File: src/rtl/sarb_pkg.sv
package sarb_pkg;

    typedef enum logic [1:0] {
        ST_IDLE = 2'd0,
        ST_TYPE = 2'd1,
        ST_ADDR = 2'd2,
        ST_HOLD = 2'd3
    } sarb_state_e;

    function automatic int unsigned idx_width(input int unsigned vec_w);
        return (vec_w > 1) ? $clog2(vec_w) : 1;
    endfunction

endpackage

File: src/rtl/sarb_seq.sv
module sarb_seq
    import sarb_pkg::*;
#(
    parameter int unsigned VEC_W = 8,
    localparam int unsigned IDX_W = idx_width(VEC_W)
) (
    input  logic             clk,
    input  logic             rst,
    input  logic             req_i,
    output logic             sync_o,
    output logic             tslot_o,
    output logic [IDX_W-1:0] idx_o,
    output logic             shift_o,
    output logic             last_o,
    output logic             done_o
);

    localparam logic [IDX_W-1:0] LAST_IDX = IDX_W'(VEC_W - 1);

    typedef struct packed {
        sarb_state_e      state;
        logic [IDX_W-1:0] idx;
        logic             sync;
        logic             tslot;
        logic             done;
    } seq_t;

    seq_t s_d, s_q;

    // Next-state logic for the contest sequence: type slot, address slots, hold.
    always_comb begin
        s_d      = s_q;
        s_d.done = 1'b0;
        unique case (s_q.state)
            ST_IDLE: begin
                if (req_i) begin
                    s_d.state = ST_TYPE;
                    s_d.sync  = 1'b1;
                    s_d.tslot = 1'b1;
                    s_d.idx   = '0;
                end
            end
            ST_TYPE: begin
                s_d.state = ST_ADDR;
                s_d.tslot = 1'b0;
                s_d.idx   = '0;
            end
            ST_ADDR: begin
                if (s_q.idx == LAST_IDX) begin
                    s_d.state = ST_HOLD;
                    s_d.sync  = 1'b0;
                    s_d.done  = 1'b1;
                    s_d.idx   = '0;
                end else begin
                    s_d.idx = s_q.idx + 1'b1;
                end
            end
            ST_HOLD: begin
                if (!req_i) begin
                    s_d.state = ST_IDLE;
                end
            end
            default: s_d.state = ST_IDLE;
        endcase
    end

    always_ff @(posedge clk) begin
        if (rst) begin
            s_q.state <= ST_IDLE;
            s_q.idx   <= '0;
            s_q.sync  <= 1'b0;
            s_q.tslot <= 1'b0;
            s_q.done  <= 1'b0;
        end else begin
            s_q <= s_d;
        end
    end

    assign sync_o  = s_q.sync;
    assign tslot_o = s_q.tslot;
    assign idx_o   = s_q.idx;
    assign done_o  = s_q.done;
    assign shift_o = (s_q.state == ST_ADDR);
    assign last_o  = (s_q.state == ST_ADDR) && (s_q.idx == LAST_IDX);

endmodule

File: src/rtl/sarb_shift.sv
module sarb_shift #(
    parameter int unsigned VEC_W = 8
) (
    input  logic             clk,
    input  logic             rst,
    input  logic             line_i,
    input  logic             type_en_i,
    input  logic             shift_en_i,
    input  logic             last_i,
    output logic [VEC_W-1:0] vec_o,
    output logic             irq_o
);

    typedef struct packed {
        logic [VEC_W-1:0] work;
        logic             type_w;
        logic [VEC_W-1:0] vec;
        logic             irq;
    } shf_t;

    shf_t h_d, h_q;
    logic [VEC_W-1:0] shifted;

    // The first address slot lands in the MSB; each later slot pushes it up one place.
    generate
        if (VEC_W > 1) begin : g_wide
            assign shifted = {h_q.work[VEC_W-2:0], line_i};
        end else begin : g_narrow
            assign shifted = line_i;
        end
    endgenerate

    always_comb begin
        h_d = h_q;
        if (type_en_i) begin
            h_d.type_w = line_i;
            h_d.work   = '0;
        end
        if (shift_en_i) begin
            h_d.work = shifted;
        end
        if (last_i) begin
            h_d.vec = shifted;
            h_d.irq = h_q.type_w;
        end
    end

    always_ff @(posedge clk) begin
        if (rst) begin
            h_q <= '0;
        end else begin
            h_q <= h_d;
        end
    end

    assign vec_o = h_q.vec;
    assign irq_o = h_q.irq;

endmodule

File: src/rtl/sarb_irq_ctrl.sv
module sarb_irq_ctrl
    import sarb_pkg::*;
#(
    parameter int unsigned VEC_W = 8,
    localparam int unsigned IDX_W = idx_width(VEC_W)
) (
    input  logic             clk,
    input  logic             rst,
    input  logic             req_i,
    input  logic             arb_line_i,
    output logic             arb_sync_o,
    output logic             type_slot_o,
    output logic [IDX_W-1:0] bit_idx_o,
    output logic [VEC_W-1:0] vec_o,
    output logic             irq_o,
    output logic             done_o
);

    logic shift_en;
    logic last_slot;

    sarb_seq #(.VEC_W(VEC_W)) u_seq (
        .clk     (clk),
        .rst     (rst),
        .req_i   (req_i),
        .sync_o  (arb_sync_o),
        .tslot_o (type_slot_o),
        .idx_o   (bit_idx_o),
        .shift_o (shift_en),
        .last_o  (last_slot),
        .done_o  (done_o)
    );

    sarb_shift #(.VEC_W(VEC_W)) u_shift (
        .clk        (clk),
        .rst        (rst),
        .line_i     (arb_line_i),
        .type_en_i  (type_slot_o),
        .shift_en_i (shift_en),
        .last_i     (last_slot),
        .vec_o      (vec_o),
        .irq_o      (irq_o)
    );

endmodule

File: config.mk
export PLATFORM = sky130hd
export DESIGN_NAME = sarb_irq_ctrl
export DESIGN_NICKNAME = d
export VERILOG_FILES = /design/src/rtl/sarb_pkg.sv /design/src/rtl/sarb_seq.sv /design/src/rtl/sarb_shift.sv /design/src/rtl/sarb_irq_ctrl.sv
export SDC_FILE = /design/constraint.sdc
export NUM_CORES = 1
export LEC_CHECK = 0
export BUFFER_PORTS_ARGS = -buffer_cell sky130_fd_sc_hd__buf_2
export CELL_PAD_IN_SITES_DETAIL_PLACEMENT = 0
export CELL_PAD_IN_SITES_GLOBAL_PLACEMENT = 1
export CORE_AREA = 10 10 68 70
export CTS_CLUSTER_SIZE = 8
export DETAILED_ROUTE_END_ITERATION = 7
export DIE_AREA = 0 0 78 80
export GPL_ROUTABILITY_DRIVEN = 1
export PLACE_DENSITY_LB_ADDON = 0.1
export SLEW_MARGIN = 20
export SYNTH_ARGS = -nofsm -noshare
export SYNTH_HDL_FRONTEND = slang
export SYNTH_SLANG_ARGS = --single-unit
export TNS_END_PERCENT = 5
File: constraint.sdc
create_clock -name clk -period 1.4 [get_ports clk]
set_input_delay 0.07 -clock clk [delete_from_list [all_inputs] [get_ports clk]]
set_output_delay 0.07 -clock clk [all_outputs]
set_load 0.05 [all_outputs]
## Yosys cells after proc, flatten, opt, wreduce, memory -nomap -nowiden

Cells that the tools add are included.

- Add/sub/neg operators: 1
- Eq/ne operators: 7
- Multiplexer cells: 12
- Bitwise operators: 1
- Reduce and logical (&&, ||, !) cells: 11

Operators by type and width:

| operator | count |
|---|---|
| $mux W7 | 2 |
| $pmux W3 S3 | 1 |
| $mux W8 | 1 |
| $pmux W2 S4 | 1 |
| $reduce_and A3 Y1 | 2 |
| $reduce_bool A2 Y1 | 3 |
| $eq A2 B2 Y1 const B | 2 |
| $mux W2 | 2 |
| $ne A2 B2 Y1 const B | 2 |
| $pmux W1 S2 | 2 |
| $reduce_and A2 Y1 | 2 |
| $add A3 B1 Y3 const B | 1 |
| $eq A3 B3 Y1 const B | 1 |
| $mux W3 | 1 |
| $reduce_bool A3 Y1 | 1 |
| $eq A2 B1 Y1 const B | 1 |
| $logic_not A2 Y1 | 1 |
| $mux W1 | 2 |
| $ne A2 B1 Y1 const B | 1 |
| $reduce_or A2 Y1 | 1 |
| $logic_and A1 B1 Y1 | 1 |
| $not A1 Y1 | 1 |

- Flip-flop bits (word level): 25
- Input port bits: 4
- Output and inout bits: 15
- Word-level logic and storage cells: 41

## Longest topological paths before layout

- Depth after elaboration: 3
- Gate-level depth with buffers: 7
- Gate-level depth less buffers: 5

## Cells and area by module

A second synthesis with hierarchy kept.

- Cell total of the unflattened synthesis: 124
- Area, all modules: 1229.9 um2

By module, submodules not included:

| module | instances | cells an instance | area an instance (um2) | seq. area each (um2) |
|---|---|---|---|---|
| sarb_shift | 1 | 73 | 760.7 | 340.3 |
| sarb_seq | 1 | 51 | 469.2 | 160.2 |

## Worst setup path after synthesis

Ideal clock, no wire load.

- Path kind: register to register
- Start point: reg u_seq.s_q[6] (netlist bit)
- End point: reg u_seq.s_q (netlist bit u_seq.idx_o[0])
- Setup time: 0.070 ns
- Data arrival time: 1.423 ns
- Data required time: 1.330 ns
- Path slack: -0.093 ns
- Cell stages (with the launch flop): 6
- Path buffers: 0
- Path through: dfxtp_1 > inv_1 > ha_1 > nor2b_1 > or4_1 > a21oi_1

- Word-level cells in the longest chain between the ends: 3
- Elaborated cells on any way between the ends: 7
- Classes of those cells: eq/ne (3); mux (1); reduce/logical (3)

RTL lines:

| element | RTL line | RTL |
|---|---|---|
| from (decl) | sarb_seq.sv:28 | `seq_t s_d, s_q;` |
| $eq A2 B2 Y1, or another cell as far along | sarb_seq.sv:34 | `unique case (s_q.state)` |
| $reduce_bool A3 Y1 (no source line) or $ne A2 B2 Y1 (tied branches) | n/a |  |
| $reduce_and A2 Y1 (no source line) | n/a |  |

Several ways; a longest one is shown, not always the timed one.
A chain may end at the register's enable or synchronous reset.

## Worst setup path in the final report

- Start point: reg u_seq.s_q (netlist bit u_seq.idx_o[0])
- End point: reg u_seq.s_q (netlist bit u_seq.idx_o[0])

- Word-level cells in the longest chain between the ends: 3
- Elaborated cells on any way between the ends: 4
- Classes of those cells: add/sub (1); eq/ne (1); mux (2)

RTL lines:

| element | RTL line | RTL |
|---|---|---|
| $add A3 B1 Y3 or $eq A3 B3 Y1 (tied branches) | sarb_seq.sv:55, sarb_seq.sv:49 |  |
| $mux W3 (*) | sarb_seq.sv:49 | `if (s_q.idx == LAST_IDX) begin` |
| $pmux W3 S3 (*) | sarb_seq.sv:34 |  |

Mark *: on every way between the ends. The rest lies on a longest branch, timed or not.

==> run summary <==
WS Path Type - register to register
DRC violations left - 0
Post-Synth Adder-Cell Area - 9.698%
syn_area_per_cell - 8.538 sq um
largest net degree at the start of global routing - 19
CP arrival - 1.66 ns
final max-slew violation count - 0
DR vias - 919
clk buf depth - 2
final total power - 2.184 mW
initial antenna violation count - 0
Die Wd - 78 um
type of the most critical hold path - primary input to register
root buffer cell - clkbuf_4
failing checks - negative setup slack
hpwl dp - 1812 um
actual slew at the worst max-slew pin - 0.2533 ns
DRT iter0 DRCs - 30
I/O Pins - 19
crit end category - register
Rows - 21
final hold violations - 0
status - complete, but fails checks
Avg Vias per Cell - 4.595
post-synthesis xor/xnor area fraction - 0%
GP Congestion - 0.8179
Die Y - 80 um
Warnings, synthesis - 0
Worst-path clk slew - 0.13 ns
number of setup violations in the final report - 1
Synth Area in Compound Gates - 14.22%
Clock Skews - 0.01315 ns
Post-Route WL - 2563 um
Post-Synthesis Cells - 136
Synth area leader - dfxtp_1
number of global-route vias before repair - 948
met3 Use GR - 2.703%
Final Non-Filler Cells - 200
Tmin final - 1.416 ns
Leak - 0.6017 nW
Slew headroom - 83.23%
number of diodes - 0
largest family of logic cells by synthesized area - simple AND/OR/NAND/NOR gates
Synth Net Count - 149
GR peak layer - met2
fillers - 339
GR Util met1 - 10.39%
RSZ-0062 raised after global routing - true
Routed Antenna Nets - 0
slowest CP cell - or4_4
commonest cells after routing, fill and taps aside - a21oi_1, dfxtp_1, buf_2
Inserted Clock Buffers - 3
Post-Place Cells - 194
M2 GR Usage - 13.35%
CP max stage delay - 0.41 ns
Syn Std Cell Area - 1161 sq um
Final WS setup - -0.01614 ns
post-synthesis register bit count - 25
WL per Instance - 12.82 um
largest fanout on the critical path - 2
WP buf/inv - 0
Nets - 168
share of the synthesized area in the top cell type - 43.10%
first-pass GRT wire length - 4416 um
iteration count of the initial detailed-routing pass - 4
Max Freq - 706.1 MHz
H-tree level count - 1
clk_lat worst skew - 0.32 ns
# Max-Cap Violations - 0
most common cell after layout, fill and taps aside - a21oi_1
overall routing resource usage - 8.497%
largest cells by area after synthesis - dfxtp_1, a21oi_1, ha_1, buf_4, nor3b_1
Layout area overhead - 26.40%
Congestion Overflow GR - 0
Synth Area in Simple Gates - 19.61%
Seq/Total Area, Yosys - 43.10%
Max rail drop VDD - 0.0005566 V
number of library cell types mapped by synthesis - 22
Clock Sinks - 25
CTS tree - built
power density over the cells - 1488 nW/um^2
delay-heaviest family, CP - simple AND/OR/NAND/NOR gates
Buffers on Ports - 18
worst hold slack - 0.03909 ns
Required @ worst endpoint - 1.65 ns
Die Area - 6240 sq um
critical path launch point type - register
initial core utilization - 35.35%
period utilisation layout - 101.2%
CP most frequent cell - ha_4
mux contribution to synthesized area - 1.724%
Cell Chain, Critical Path - ha_4 > ha_4 > nand2b_4 > or4_4 > a21oi_2
total core area - 3284 sq um
share of layout cells above drive strength 1 - 37.01%
[worst register-to-register path: stages (launching register included)]
cell	delay [ns]
dfxtp_2	0.36
ha_4	0.17
ha_4	0.16
nand2b_4	0.13
or4_4	0.41
a21oi_2	0.13
[layout make-up]
class	instances	area, sq um	area share [%]
multi-input combinational	87	611.8	41.69
timing repair buffer	33	242.7	16.54
inverter	5	18.77	1.279
clock inverter	1	5.005	0.3410
tap	46	57.56	3.922
clock buffer	3	22.52	1.535
sequential	25	509.2	34.70
[cells by family after synthesis]
kind of cell               Yosys count
AOI/OAI and AO/OA                   31
adders and majority gates            9
buffers and inverters               24
DFF                                 25
muxes                                2
and+or+nand+nor                     45
[cell usage after synthesis]
| library cell | number |
|---|---|
| a211oi_1 | 2 |
| buf_2 | 3 |
| nand2b_1 | 1 |
| inv_1 | 5 |
| a21oi_1 | 23 |
| nand2_1 | 12 |
| or2_2 | 1 |
| nor2_1 | 9 |
| nor2b_1 | 1 |
| or3_2 | 1 |
| ha_1 | 9 |
| o21ai_0 | 5 |
| or3_1 | 1 |
| clkbuf_1 | 5 |
| mux2i_1 | 2 |
| buf_4 | 11 |
| dfxtp_1 | 25 |
| and3_1 | 1 |
| or4_1 | 1 |
| nand3_1 | 10 |
| nor3b_1 | 7 |
| a41o_1 | 1 |
[report_power, final]
| group | switching [mW] | internal, mW |
|---|---|---|
| combinational | 0.498 | 0.495 |
| sequential | 0.0824 | 0.790 |
| clock | 0.212 | 0.107 |
[repair_timing]
action	4_1_cts	5_1_grt
endpoints found under the setup margin	2	7
pin swaps	1	2
buffers inserted	0	1
hold buffers	1	0
resized for setup	11	6
hold endpoints to repair	2	0
[registers in the layout, summed over array words and instances (netlist names)]
name           flops
u_shift.irq_o      1
u_seq.s_q          2
u_seq.idx_o        3
u_shift.h_q        8
u_seq.sync_o       1
u_seq.tslot_o      1
u_seq.done_o       1
u_shift.vec_o      8
[through the flow]
stage	area (sq um)	TNS [ns]	util, %	worst slack [ns]
4_1_cts	1428	-0.04100	43.47	-0.03885
3_3_place_gp	1345	-0.01094	40.95	-0.008149
6_report	1468	-0.01614	44.69	-0.01614
2_1_floorplan	1179	0	-	0.01194
5_1_grt	1468	-0.06756	44.69	-0.06558
3_5_place_dp	1345	-0.06259	40.95	-0.04754
[worst paths after layout]
| kind | cells past startpoint | slack, ns | endpoint | from |
|---|---|---|---|---|
| worst max-delay path | 5 | -0.02 | u_seq.idx_o[0] | u_seq.idx_o[0] |
| worst min-delay path | 2 | 0.04 | u_seq.idx_o[0] | rst |
| worst max register to register | 5 | -0.02 | u_seq.idx_o[0] | u_seq.idx_o[0] |
| worst min register to register | 2 | 0.46 | u_shift.vec_o[6] | u_shift.vec_o[6] |
[metal layers]
layer	part of all wire, %	vias up
li1	-	490
met1	50	413
met2	44	14
met3	5.3	2
met4	0.90	0
met5	0	-
No activity file was read; power rests on OpenSTA's default activity.
